**config.mk**
```make
export PLATFORM = sky130hd
export DESIGN_NAME = mac_unit
export DESIGN_NICKNAME = d
export VERILOG_FILES = /design/src/rtl/mac_pkg.sv /design/src/rtl/mac_control.sv /design/src/rtl/mac_datapath.sv /design/src/rtl/mac_unit.sv
export SDC_FILE = /design/constraint.sdc
export NUM_CORES = 1
export LEC_CHECK = 0
export ABC_CLOCK_PERIOD_IN_PS = 7000
export BUFFER_PORTS_ARGS = -buffer_cell sky130_fd_sc_hd__buf_2
export CELL_PAD_IN_SITES_DETAIL_PLACEMENT = 0
export CELL_PAD_IN_SITES_GLOBAL_PLACEMENT = 2
export CORE_ASPECT_RATIO = 2
export CORE_UTILIZATION = 32
export DETAILED_ROUTE_END_ITERATION = 16
export PLACE_DENSITY_LB_ADDON = 0.1
export SYNTH_ARGS = -nofsm -noshare
export SYNTH_HDL_FRONTEND = slang
export SYNTH_HIERARCHICAL = 1
export SYNTH_SLANG_ARGS = --single-unit
```
**constraint.sdc**
```tcl
create_clock -name clk -period 7 [get_ports clk]
set_input_delay 1.05 -clock clk [delete_from_list [all_inputs] [get_ports clk]]
set_output_delay 1.05 -clock clk [all_outputs]
set_load 0.01 [all_outputs]
```
**src/rtl/mac_pkg.sv**
```systemverilog
package mac_pkg;
  typedef struct packed {
    logic load;
    logic step;
    logic finish;
  } macCtl_t;

  function automatic logic opLegal(input logic [2:0] op);
    return op[2] | ~op[1];
  endfunction

  function automatic logic opLong(input logic [2:0] op);
    return op[2];
  endfunction

  function automatic logic opSigned(input logic [2:0] op);
    return op[2] & op[1];
  endfunction

  function automatic logic opAccum(input logic [2:0] op);
    return op[0];
  endfunction
endpackage

```
**src/rtl/mac_control.sv**
```systemverilog
module mac_control import mac_pkg::*; #(
  parameter int WIDTH = 32
) (
  input  logic       clk,
  input  logic       rstN,
  input  logic       start,
  input  logic [2:0] opSel,
  output macCtl_t    ctl,
  output logic       busy,
  output logic       done,
  output logic       illegalOp
);
  localparam int CW = $clog2(WIDTH + 1);

  typedef enum logic [1:0] {IDLE, RUN, FIN} state_t;
  state_t state;
  logic [CW-1:0] stepCnt;

  always_comb begin
    ctl.load   = (state == IDLE) && start && opLegal(opSel);
    ctl.step   = (state == RUN);
    ctl.finish = (state == FIN);
  end

  assign busy = (state != IDLE);

  always_ff @(posedge clk) begin
    if (!rstN) begin
      state     <= IDLE;
      stepCnt   <= '0;
      done      <= 1'b0;
      illegalOp <= 1'b0;
    end else begin
      done      <= ctl.finish;
      illegalOp <= (state == IDLE) && start && !opLegal(opSel);
      case (state)
        IDLE: if (ctl.load) begin
          state   <= RUN;
          stepCnt <= '0;
        end
        RUN: begin
          stepCnt <= stepCnt + 1'b1;
          if (stepCnt == CW'(WIDTH - 1)) state <= FIN;
        end
        default: state <= IDLE;
      endcase
    end
  end
endmodule

```
**src/rtl/mac_datapath.sv**
```systemverilog
module mac_datapath import mac_pkg::*; #(
  parameter int WIDTH = 32
) (
  input  logic               clk,
  input  logic               rstN,
  input  macCtl_t            ctl,
  input  logic [2:0]         opSel,
  input  logic               setFlags,
  input  logic [WIDTH-1:0]   opA,
  input  logic [WIDTH-1:0]   opB,
  input  logic [2*WIDTH-1:0] accIn,
  output logic [2*WIDTH-1:0] result,
  output logic               flagN,
  output logic               flagZ
);
  localparam int DW = 2 * WIDTH;

  logic [2:0]       opReg;
  logic             sfReg;
  logic             negRes;
  logic [DW-1:0]    accReg;
  logic [DW-1:0]    mcand;
  logic [WIDTH-1:0] mplier;
  logic [DW-1:0]    prod;

  logic [WIDTH-1:0] magA, magB;
  logic             negA, negB;
  logic [DW-1:0]    signedProd, addend, fullSum, finalRes;
  logic             nextN, nextZ;

  always_comb begin
    negA = opSigned(opSel) & opA[WIDTH-1];
    negB = opSigned(opSel) & opB[WIDTH-1];
    magA = negA ? (~opA + 1'b1) : opA;
    magB = negB ? (~opB + 1'b1) : opB;
  end

  always_comb begin
    signedProd = negRes ? (~prod + 1'b1) : prod;
    addend     = opAccum(opReg) ? accReg : '0;
    fullSum    = signedProd + addend;
    if (opLong(opReg)) begin
      finalRes = fullSum;
      nextN    = fullSum[DW-1];
    end else begin
      finalRes = {{WIDTH{1'b0}}, fullSum[WIDTH-1:0]};
      nextN    = fullSum[WIDTH-1];
    end
    nextZ = (finalRes == '0);
  end

  always_ff @(posedge clk) begin
    if (!rstN) begin
      opReg  <= '0;
      sfReg  <= 1'b0;
      negRes <= 1'b0;
      accReg <= '0;
      mcand  <= '0;
      mplier <= '0;
      prod   <= '0;
      result <= '0;
      flagN  <= 1'b0;
      flagZ  <= 1'b0;
    end else begin
      if (ctl.load) begin
        opReg  <= opSel;
        sfReg  <= setFlags;
        negRes <= negA ^ negB;
        accReg <= accIn;
        mcand  <= {{WIDTH{1'b0}}, magA};
        mplier <= magB;
        prod   <= '0;
      end
      if (ctl.step) begin
        if (mplier[0]) prod <= prod + mcand;
        mcand  <= mcand << 1;
        mplier <= mplier >> 1;
      end
      if (ctl.finish) begin
        result <= finalRes;
        if (sfReg) begin
          flagN <= nextN;
          flagZ <= nextZ;
        end
      end
    end
  end
endmodule

```
**src/rtl/mac_unit.sv**
```systemverilog
module mac_unit import mac_pkg::*; #(
  parameter int WIDTH = 32
) (
  input  logic               clk,
  input  logic               rstN,
  input  logic               start,
  input  logic [2:0]         opSel,
  input  logic               setFlags,
  input  logic [WIDTH-1:0]   opA,
  input  logic [WIDTH-1:0]   opB,
  input  logic [2*WIDTH-1:0] accIn,
  output logic [2*WIDTH-1:0] result,
  output logic               done,
  output logic               busy,
  output logic               illegalOp,
  output logic               flagN,
  output logic               flagZ
);
  macCtl_t ctl;

  mac_control #(.WIDTH(WIDTH)) ctrl_i (
    .clk(clk), .rstN(rstN), .start(start), .opSel(opSel),
    .ctl(ctl), .busy(busy), .done(done), .illegalOp(illegalOp)
  );

  mac_datapath #(.WIDTH(WIDTH)) dp_i (
    .clk(clk), .rstN(rstN), .ctl(ctl), .opSel(opSel), .setFlags(setFlags),
    .opA(opA), .opB(opB), .accIn(accIn),
    .result(result), .flagN(flagN), .flagZ(flagZ)
  );
endmodule

```
-- Word-level counts from Yosys, hierarchy flattened
Cells that the tools add are included.
- bits in registers: 305
- output and inout port bits: 69
- input port bits: 135
- logic and storage cells: 68
- add/sub/neg operators: 6
- reductions and logical operators: 13
- bitwise gates (word level): 10
- muxes and demuxes: 18
- equal/unequal tests: 5
- operator list (cell ; number):
    $mux W64 ; 8
    $add A64 B64 Y64 ; 2
    $add A32 B1 Y32 const B ; 2
    $add A64 B1 Y64 const B ; 1
    $logic_not A64 Y1 ; 1
    $mux W32 ; 2
    $not A32 Y32 ; 2
    $not A64 Y64 ; 1
    $mux W31 ; 2
    $pmux W6 S2 ; 1
    $add A6 B1 Y6 const B ; 1
    $eq A6 B5 Y1 const B ; 1
    $mux W6 ; 1
    $reduce_and A2 Y1 ; 3
    $reduce_bool A2 Y1 ; 3
    $mux W2 ; 2
    $pmux W2 S2 ; 1
    $and A1 B1 Y1 ; 3
    $logic_and A1 B1 Y1 ; 3
    $eq A2 B1 Y1 const B ; 1
    $eq A2 B2 Y1 const B ; 1
    $logic_not A2 Y1 ; 1
    $ne A2 B1 Y1 const B ; 1
    $ne A2 B2 Y1 const B ; 1
    6 further kinds ; 7

-- Longest topological paths before layout
- word-level depth: 6
- mapped depth: 26
- gate-level depth less buffers: 25

-- Cells and area by module
Netlist, hierarchy kept.
- by module, submodules not included (module ; sequential area each (sq um) ; cells an instance ; area an instance (sq um) ; instances):
    mac_datapath ; 5885.6 ; 2860 ; 22459.0 ; 1
    mac_control ; 200.2 ; 52 ; 452.9 ; 1

-- Worst setup path after synthesis
OpenSTA, ideal clock, no wires.
- path kind: reg2reg
- from: reg dp_i.prod[13]
- to: reg dp_i.flagZ
- stages on the path, launching flop included: 23
- path buffers: 2
- period minus slack after synthesis: 6.116 ns
- slack: 0.884 ns
- arrival: 6.029 ns
- data required time: 6.913 ns
- setup time: 0.087 ns
- path through: dfxtp_1 or4_4 or4b_4 or4_4 or3_1 buf_6 or2_2 o41ai_1 xnor2_1 ha_1 clkbuf_1 a21oi_1 o21ai_0 nor2b_1 inv_1 a211oi_1 o21ai_0 xor2_1 a2111oi_0 or4b_2 nor4_1 nand4b_1 o31ai_1
- longest elaborated chain between the ends: 6
- RTL lines (item ; RTL line ; RTL):
    from (decl) ; mac_datapath.sv:24 ; logic [DW-1:0] prod;
    from (signal assigned) ; mac_datapath.sv:75 ; if (mplier[0]) prod <= prod + mcand;
    $not A64 Y64 ; mac_datapath.sv:39 ; signedProd = negRes ? (~prod + 1'b1) : prod;
    $add A64 B1 Y64 ; mac_datapath.sv:39 ;
    $mux W64 (*) ; mac_datapath.sv:39 ;
    $add A64 B64 Y64 (*) ; mac_datapath.sv:41 ; fullSum = signedProd + addend;
    $mux W64 (*) ; mac_datapath.sv:42 ; if (opLong(opReg)) begin
    $logic_not A64 Y1 (*) ; mac_datapath.sv:49 ; nextZ = (finalRes == '0);
    to (signal assigned) ; mac_datapath.sv:83 ; flagZ <= nextZ;
    to (decl) ; mac_datapath.sv:14 ; output logic flagZ
Every way passes the cells marked *; elsewhere a longest branch is shown, timed or not.
A chain may end at the register's enable or synchronous reset.

-- Final worst setup path
Ends and elaborated chain as after synthesis.

==> summary.md <==
| Metric | Value |
|---|---|
| Status | finished clean |
| Final critical-path share of the clock period | 0.951 |
| Leading post-synthesis cells by cell area | sky130_fd_sc_hd__dfxtp_1 27%, sky130_fd_sc_hd__ha_1 7.1%, sky130_fd_sc_hd__nor2b_1 6.1% |
| Clock transition time at the flip-flop clock pins of the worst setup and hold paths | 60 ps |
| Largest area contributor in the synthesized netlist | sky130_fd_sc_hd__dfxtp_1 |
| Synth Cell Area | 22900 um2 |
| TritonCTS buffer count | 35 |
| Area Growth Syn to Fin | 13.2% |
| Number of levels in the clock H-tree | 2 |
| Post-route DRC violation count | 0 |
| Sequential fraction of the synthesis area | 0.266 |
| Critical path's top delay family | simple AND/OR/NAND/NOR gates |
| Number of global-route vias before repair | 20.8k |
| Worst hold slack across all endpoints | 452 ps |
| Worst rel slew slack | 0.264 |
| Simple-gate area share of the yosys netlist | 0.256 |
| Largest family of logic cells by synthesized area | simple AND/OR/NAND/NOR gates |
| Power per unit of standard cell area | 167 nW/um2 |
| Clock sink total | between 300 and 400 |
| Cell area after layout | 25900 um2 |
| RSZ-0062 raised after global routing | yes |
| Async S/R FF share, synth | 0 |
| Fraction of the mapped netlist area in compound gates | 0.224 |
| Fraction of layout cells with a size suffix above 1 | 0.115 |
| Detailed placer's ending HPWL | just over 60000 um |
| Detailed Routing Iterations Pass 1 | 5 |
| Prevailing post-synth register cell | sky130_fd_sc_hd__dfxtp_1 |
| Area of the die | 72700 um2 |
| Adder-cell share of the synthesized area | 0.0727 |
| Post-layout minimum cycle time | 6660 ps |
| Horizontal extent of the die | around 190 um |
| Post-synthesis cell count | 2912 |
| Fin nets | roughly 3.3k |
| Initial cell density of the core | 0.324 |
| Top cells by count, synth | 304 x sky130_fd_sc_hd__dfxtp_1, 256 x sky130_fd_sc_hd__a21oi_1, 222 x sky130_fd_sc_hd__nor2b_1, 184 x sky130_fd_sc_hd__nand2_1, 184 x sky130_fd_sc_hd__o21ai_0 |
| Share of Yosys cell area claimed by the top area cell type | 0.266 |
| Hold buffer count at cts | 0 |
| Post-synth net total | approximately 3.2k |
| Worst path cell trace | or4_4 > or4b_4 > or4_4 > or3_4 > or2_2 > inv_1 > nand3_1 > or2_1 > nor2_1 > nand2_1 > o21ai_0 > xnor2_1 > ha_1 > nand3_1 > nand2_1 > a21o_1 > a211oi_1 > nand2_1 > o31ai_2 > o21ai_0 > xnor2_1 > nor2_2 > nand3b_1 > o31ai_1 |
| Number of antenna violations at the first check in global routing | 1 |
| Total routing resource utilization after global routing | 0.212 |
| Xor and xnor area share after synthesis | 0.0826 |
| Worst path arrival time | 7130 ps |
| Weighted congestion at the end of routability-driven global placement | 0.893 |
| Mean routed wirelength per cell | between 15 and 20 um |
| Type of element capturing the critical path | register |
| Ant diodes | 0 |
| Crit path buf inv count | 1 |
| Total via count after detailed routing | 21.0k |
| Count of routing violations after the opening detailed-route iteration | 887 |
| Multiplexer fraction of the synthesized cell area | 0.0572 |
| Biggest fanout along the worst timing path | 6 |
| Top achievable clock speed | 150 MHz |
| Transition at the pin with the smallest max-transition slack | 1100 ps |
| LEAKAGE | 10.6 nW |
| CTS Root Cell | sky130_fd_sc_hd__clkbuf_16 |
| Number of setup violations in the final report | 0 |
| TritonCTS clock tree | yes |
| Skew final | 17.1 ps |
| Synth Warn # | 6 |
| Count of flip-flops with a built-in enable after synthesis | 0 |
| Class of the most critical hold timing path | reg2reg |
| Site Rows | 138 |
| Max Cap Viol | 0 |
| Count of pins on the block boundary | 204 |
| Slowest CP cell | sky130_fd_sc_hd__or4_4 |
| Pin count of the biggest net entering global routing | 123 |
| Height of the chip | ~380 um |
| FF+latch count, synth | between 300 and 400 |
| Area of the core region | a little over 70000 um2 |
| Average size of a mapped cell | 7.87 um2 |
| Clock latency on the worst-skew pair | about 560 ps |
| Final wirelength | ~78000 um |
| Count of fill cells added during filler insertion | 7594 |
| Most instantiated library cell after synthesis | sky130_fd_sc_hd__dfxtp_1 |
| Remaining global-route overflow | 0 |
| Global-route wire length before repair | 121000 um |
| Peak per-stage delay on the critical path | slightly below 600 ps |
| Dpl cell area | 24700 um2 |
| Worst VDD drop | 0.000165 V |
| Most prevalent standard cell on the critical path | sky130_fd_sc_hd__nand2_1 |
| Synth cell types | slightly below 80 |
| WS Path Type | reg2reg |
| Average via count per standard cell | 5.32 |
| Count of nets left with antenna violations after detail routing | 0 |
| Final hold violations | 0 |
| Critical path launch point type | register |
| Clk buf depth | 3 |
| Max-slew violations | 0 |
| Endpoint required time on the critical path | between 7000 and 8000 ps |
| Count of port buffers added during placement | 203 |
| Post-CTS repair timing setup buffer count | 0 |
## cell usage in the layout (no fill, tap or decap), types with 11 or more instances in the layout
cell / instances
sky130_fd_sc_hd__o21a_1: 15
sky130_fd_sc_hd__nor3b_1: 45
sky130_fd_sc_hd__a31oi_1: 22
sky130_fd_sc_hd__nand3_1: 48
sky130_fd_sc_hd__o21ai_0: 184
sky130_fd_sc_hd__a21boi_0: 14
sky130_fd_sc_hd__nand2_1: 183
sky130_fd_sc_hd__o41ai_1: 12
sky130_fd_sc_hd__o211ai_1: 18
sky130_fd_sc_hd__nor4_1: 15
sky130_fd_sc_hd__mux2i_1: 131
sky130_fd_sc_hd__inv_1: 60
sky130_fd_sc_hd__xnor2_1: 146
sky130_fd_sc_hd__dfxtp_1: 302
sky130_fd_sc_hd__nor2b_1: 221
sky130_fd_sc_hd__o31ai_1: 39
sky130_fd_sc_hd__a21oi_1: 256
sky130_fd_sc_hd__a311oi_1: 13
sky130_fd_sc_hd__nand2b_1: 27
sky130_fd_sc_hd__a211oi_1: 65
sky130_fd_sc_hd__a21o_1: 85
sky130_fd_sc_hd__and3_1: 22
sky130_fd_sc_hd__or2_2: 11
sky130_fd_sc_hd__buf_2: 203
sky130_fd_sc_hd__nand4_1: 44
sky130_fd_sc_hd__nand3b_1: 41
sky130_fd_sc_hd__xor2_1: 70
sky130_fd_sc_hd__clkbuf_16: 35
sky130_fd_sc_hd__ha_1: 128
sky130_fd_sc_hd__nor2_1: 167
sky130_fd_sc_hd__buf_4: 44
sky130_fd_sc_hd__nor3_1: 41
sky130_fd_sc_hd__and2_1: 124
sky130_fd_sc_hd__or4_1: 14
sky130_fd_sc_hd__o21bai_1: 28
sky130_fd_sc_hd__or3_1: 29
## power by group
group          internal [mW]  total [mW]  switching [mW]
Sequential              1.79        1.84          0.0503
Clock                   1.12        1.93           0.810
Combinational          0.222       0.552           0.330
## kinds of logic after synthesis
| group | after synthesis |
|---|---|
| AOI/OAI and AO/OA | 817 |
| xor gates and xnor gates | 216 |
| adders and majority gates | 132 |
| buffers and inverters | 250 |
| DFF | 304 |
| muxes | 131 |
| and+or+nand+nor | 1062 |
## worst register-to-register path: stages (launching register included)
cell,delay [ps]
sky130_fd_sc_hd__dfxtp_1,350
sky130_fd_sc_hd__or4_4,580
sky130_fd_sc_hd__or4b_4,530
sky130_fd_sc_hd__or4_4,470
sky130_fd_sc_hd__or3_4,440
sky130_fd_sc_hd__or2_2,350
sky130_fd_sc_hd__inv_1,140
sky130_fd_sc_hd__nand3_1,130
sky130_fd_sc_hd__or2_1,330
sky130_fd_sc_hd__nor2_1,110
sky130_fd_sc_hd__nand2_1,160
sky130_fd_sc_hd__o21ai_0,240
sky130_fd_sc_hd__xnor2_1,200
sky130_fd_sc_hd__ha_1,370
sky130_fd_sc_hd__nand3_1,110
sky130_fd_sc_hd__nand2_1,70
sky130_fd_sc_hd__a21o_1,210
sky130_fd_sc_hd__a211oi_1,410
sky130_fd_sc_hd__nand2_1,130
sky130_fd_sc_hd__o31ai_2,350
sky130_fd_sc_hd__o21ai_0,190
sky130_fd_sc_hd__xnor2_1,210
sky130_fd_sc_hd__nor2_2,80
sky130_fd_sc_hd__nand3b_1,220
sky130_fd_sc_hd__o31ai_1,230
## sequential cells by signal (all words and copies together) (netlist names)
| name | flops |
|---|---|
| dp_i/prod | 64 |
| dp_i/opReg | 2 |
| dp_i/negRes | 1 |
| ctrl_i/state | 2 |
| ctrl_i/done | 1 |
| ctrl_i/illegalOp | 1 |
| dp_i/mplier | 32 |
| dp_i/flagN | 1 |
| ctrl_i/stepCnt | 6 |
| dp_i/result | 64 |
| dp_i/accReg | 64 |
| dp_i/sfReg | 1 |
| dp_i/flagZ | 1 |
| dp_i/mcand | 64 |
## layout make-up
type / count / area, um2 / area share
flip-flops and latches: 304 / 6090 / 0.235
clock buffers: 49 / 968 / 0.0373
repair buffers: 249 / 1380 / 0.0531
well taps: 910 / 1140 / 0.0439
multi-input cells: 2358 / 15900 / 0.615
inverters: 61 / 234 / 0.00902
clock inverters: 14 / 189 / 0.00728
## per-layer routing
metal,up-vias,part of all wire,global-route usage
met1,9882,0.41,0.241
met2,404,0.52,0.394
met4,0,0.041,0.0877
li1,10600,-,-
met3,104,0.029,0.0184
met5,-,0,0
## path summary, 6_finish.rpt
kind	slack [ps]	from	to	cells after the start
worst min-delay path	450	ctrl_i/stepCnt[4]	ctrl_i/state[1]	2
worst min register to register	450	ctrl_i/stepCnt[4]	ctrl_i/state[1]	2
worst max register to register	340	dp_i/prod[13]	dp_i/flagZ	24
worst max-delay path	340	dp_i/prod[13]	dp_i/flagZ	24
## per-stage QoR
stage                     instances  setup slack (ps)  setup TNS (ps)  utilization  power (mW)
after floorplan                2912               884               0            -        2.25
after global placement         3881              8.67               0        0.349        2.44
after detailed placement       3882             -3.98           -3.98        0.349        2.44
after CTS                      3945              78.5               0        0.366        4.42
after global routing           3945              1.72               0        0.366        4.53
final                          3945               340               0        0.366        4.33
## repair_timing
item / in CTS / in global routing
resized for setup: 1 / 9
pin swaps: 0 / 0
setup endpoints to repair: 1 / 2
(Power assumes the default switching activity.)
